--- src/rtl/link_pulse_mon.sv ---
module link_pulse_mon #(
  parameter int PERIOD_CYC  = 160000,
  parameter int WIDTH_CYC   = 1,
  parameter int TIMEOUT_CYC = 1000000
) (
  input  logic clk,
  input  logic rst_n,
  input  logic tx_active,
  input  logic rx_pulse,
  input  logic integ_off,
  output logic lp_out,
  output logic link_ok,
  output logic led_link
);

  localparam int GW = (PERIOD_CYC > 1) ? $clog2(PERIOD_CYC) : 1;
  localparam int WW = $clog2(WIDTH_CYC + 1);
  localparam int TW = (TIMEOUT_CYC > 1) ? $clog2(TIMEOUT_CYC) : 1;

  logic [GW-1:0] gap;
  logic [WW-1:0] wleft;
  logic [TW-1:0] quiet;
  logic          link_q;

  always_ff @(posedge clk or negedge rst_n) begin
    if (!rst_n) begin
      gap   <= '0;
      wleft <= '0;
    end else if (tx_active) begin
      gap   <= '0;
      wleft <= '0;
    end else if (gap == GW'(PERIOD_CYC - 1)) begin
      gap   <= '0;
      wleft <= WW'(WIDTH_CYC);
    end else begin
      gap <= gap + GW'(1);
      if (wleft != '0) wleft <= wleft - WW'(1);
    end
  end

  always_ff @(posedge clk or negedge rst_n) begin
    if (!rst_n) begin
      quiet  <= '0;
      link_q <= 1'b0;
    end else if (rx_pulse) begin
      quiet  <= '0;
      link_q <= 1'b1;
    end else if (quiet == TW'(TIMEOUT_CYC - 1)) begin
      link_q <= 1'b0;
    end else begin
      quiet <= quiet + TW'(1);
    end
  end

  assign lp_out   = (wleft != '0);
  assign link_ok  = link_q | integ_off;
  assign led_link = link_ok;

endmodule

--- config.mk ---
export PLATFORM = sky130hd
export DESIGN_NAME = link_pulse_mon
export DESIGN_NICKNAME = d
export VERILOG_FILES = /design/src/rtl/link_pulse_mon.sv
export SDC_FILE = /design/constraint.sdc
export NUM_CORES = 1
export LEC_CHECK = 0
export BUFFER_PORTS_ARGS = -buffer_cell sky130_fd_sc_hd__buf_2
export CORE_MARGIN = 4
export CORE_UTILIZATION = 52
export CTS_BUF_LIST = sky130_fd_sc_hd__clkbuf_4
export DETAILED_ROUTE_END_ITERATION = 10
export GPL_TIMING_DRIVEN = 0
export PLACE_DENSITY = 0.68
export SLEW_MARGIN = 20
export SYNTH_ARGS = -nofsm -noshare
export SYNTH_HDL_FRONTEND = slang
export SYNTH_SLANG_ARGS = --single-unit
--- constraint.sdc ---
create_clock -name clk -period 3.93 [get_ports clk]
set_clock_uncertainty 0.15 [all_clocks]
set_input_delay 0.786 -clock clk [delete_from_list [all_inputs] [get_ports clk]]
set_output_delay 0.786 -clock clk [all_outputs]
set_load 0.03 [all_outputs]
; ---- Word-level counts from Yosys, hierarchy flattened
; Index checks and enable logic that the tools add are counted.
[op_classes]
multipliers = 0
n_addsub = 3
bitwise = 1
shift = 0
div = 0
reduce_logical = 1
order_cmp = 0
n_eq_ne = 3
mux = 9
[op_table]
columns = op, n
row1 = two-way mux 20 bit, 2
row2 = two-way mux 18 bit, 2
row3 = "adder 20 x 1 -> 20 bit, second input constant", 1
row4 = "== test 20 bit, second input constant", 1
row5 = "adder 18 x 1 -> 18 bit, second input constant", 1
row6 = "== test 18 bit, second input constant", 1
row7 = two-way mux 1 bit, 5
row8 = "!= test 2 bit, second input constant", 1
row9 = nonzero test 2 bit, 1
row10 = OR 1 bit, 1
row11 = "subtractor 1 bit, second input constant", 1
[word_totals]
out_inout_bits = 3
mem_bits_rw = 0
latchBits = 0
word_cells = 21
mem_bits_ro = 0
n_memories = 0
in_bits = 5
ff_bits = 40

; ---- Longest topological paths before layout
[logic_depth]
word_depth = 4
mapped_depth = 6
ltp_nobuf = 5

; ---- Worst setup path after synthesis
; No wires, ideal clock.
[synth_path]
path_type = input to output
from = input integ_off
to = output link_ok
stages = 2
path_slack_ns = 1.635
path_buffers = 1
required_time_ns = 2.994
arrival_ns = 1.359
path_cell_list = or2_2 -> buf_4
[synth_via]
elab_chain_len = 1
[synth_rtl]
columns = item, line_no
row1 = "start, declared", 10  ; input logic integ_off,
row2 = OR 1 bit, 56  ; assign link_ok = link_q | integ_off;
row3 = "end, declared", 12  ; output logic link_ok,
; No other way between the ends.

; ---- Worst setup path in the final report
; Same ends and word-level chain as after synthesis.

==> metrics.yaml <==
status: "completed"
crit_fanout: 2
tightest_slew_ps: 869
layout_min_cycle_time_ps: 2400
drt_iter0_drc: 74
combPwrFrac_pct: 4.2
p_leak_uw: 0.000906
netlist_instances: 201
ioPinCount: 8
fmax_mhz: 417
p_sw_share_pct: 22.7
clockBufferDepth: 2
synth_most_common_cell: "dfrtp_1"
finalCritPeriodShare_pct: 60.9
vias: 1544
power_density_nw_per_um2: 303
yosysWarnings: 0
arrival_ps: 1460
worst_setup_path_start_kind: "input port"
setup_tns_ps: 0
seq_area_frac_synth_pct: 49.6
yosys_register_bits: 40
syn_area_per_cell_um2: 10.0
grt-ovfl-total: 0
ctsHoldBuffers: 0
synth_commonest_cells: "dfrtp_1 (40), nor2_1 (22), a21oi_1 (15)"
maxSlewHeadroom_pct: 42.1
critical_path_required_ps: 2990
postCtsSetupRepairBufs: 0
vias_per_cell: 5.85
design_area_um2: 2170
place_area_um2: 2110
grt_max_degree: 41
dieHeight_um: 70.3
synth_area_leaders: "dfrtp_1 (50%), nor2_1 (4.1%), xnor2_1 (3.9%)"
grt_pass1_wl_mm: 6.82
cp-end-kind: "output port"
ant_nets: 0
drc: 0
fp.dieW_um: 70.3
wl_per_cell_um: 14.5
fin_ws_ps: 1530
start_util_pct: 54.3
synth_fp_nets: 208
synth.largest_area_cell: "dfrtp_1"
insertion_delay_ps: 340
cts.sinks: 40
ir_drop_mv: 0.214
wl_mm: 3.83
p_switching_uw: 149
synth_edf_count: 0
cts-root-buf: "clkbuf_4"
fillCellCount: 331
drive_gt1_share_pct: 14.4
postLayoutCoreUtil_pct: 58.4
drv_slew: 0
port_buffers: 7
grt_pass1_vias: 1525
multiInputGateArea_um2: 947
track_usage_pct: 17.3
synthArstFlopShare_pct: 100
rows: 22
layout.nets: 222
critPathKind: "in2out"
internal_power_uw: 508
syn_to_final_growth_pct: 7.50
min_path_type: "reg2reg"
ys.flop_type: "dfrtp_1"
hold_ws_ps: 329
rsz0062_at_grt: "false"
clkPwrFrac_pct: 31.6
synth_top_area_share_pct: 49.6
maxCapViolCount: 0
antenna_found_initial: 0
antenna_cells: 0
hold_viol: 0
cts_tree: "built"
regArea_um2: 1000
firstDrtPassIters: 4
core-area_um2: 3720
pwr-share-seq_pct: 64.2
gp_congestion: 0.803
yosysUniqueCellTypes: 43
place_ws_ps: 1530
setup_viol: 0
numCtsBuffers: 5
hpwlAfterDp_mm: 2.76
syn_area_um2: 2020
dieArea_um2: 4940
cts.reportedPaths.clkPinSlew_ps: 110
htreeDepth: 2
cts_resized: 0
state kept, by name, summed over array words and instances, names as in the netlist:
| signal | cells |
|---|---|
| gap | 18 |
| link_q | 1 |
| lp_out | 1 |
| quiet | 20 |
power by group through the flow:
stage	clock, uW	combinational (uW)	sequential (uW)
2_1_floorplan	0	14.1	428
3_3_place_gp	0	27.3	429
3_5_place_dp	0	29.1	429
4_1_cts	217	29.1	421
5_1_grt	238	33.4	422
6_report	207	27.8	421
cell families after synthesis:
family	share of synthesized area, %
and+or+nand+nor	26.3
DFF	49.6
AOI/OAI and AO/OA	10.8
xor gates and xnor gates	6.94
buffers and inverters	3.47
muxes	1.55
adders and majority gates	1.24
final cells by class:
class	count	share of cell area, %
clock buffer	7	2.42
multi-input combinational	147	43.7
inverter	6	1.04
timing repair buffer	7	1.61
buffer	8	2.19
clock inverter	1	0.173
tap	48	2.77
sequential	40	46.1
worst paths after layout:
kind                                 from        to  slack (ps)  depth (start not counted)
worst max-delay path            integ_off   link_ok        1530                          4
worst min-delay path               link_q    link_q         330                          1
worst max register to register  quiet[10]  quiet[0]        1710                          4
worst min register to register     link_q    link_q         330                          1
max in group asynchronous           rst_n    gap[0]        2690                          1
min in group asynchronous           rst_n    link_q         400                          1
layer usage:
layer / share of wire (%) / wire (um) / vias up / global-route usage, %
met1: 44 / 1670 / 751 / 20.8
met2: 51 / 1950 / 25 / 29.7
li1: - / - / 760 / -
met3: 3.5 / 133 / 8 / 4.32
met5: 0 / 0 / - / 0
met4: 1.9 / 73 / 0 / 6.38
worst max-delay path: stages:
cell and delay, ps:
buf_2 90, or2_2 290, buf_4 130, buf_2 160
placed cells by master, fill, tap and decap left out, drive strengths merged, types with 3 or more instances in the layout:
cell type / instances
buf: 12
and3: 4
nand2: 7
or4: 4
a21oi: 15
o31ai: 4
nor3: 4
o21ai: 8
xnor2: 9
xor2: 7
inv: 6
nand4: 10
or3: 9
and4: 4
nand3: 12
nor2: 22
dfrtp: 40
clkbuf: 10
a31oi: 3
per-stage QoR:
stage                     cells  total power, uW
after floorplan             201              442
after global placement      256              456
after detailed placement    256              458
after CTS                   264              667
after global routing        264              694
final                       264              657
Power figures use the tool's default switching activity.
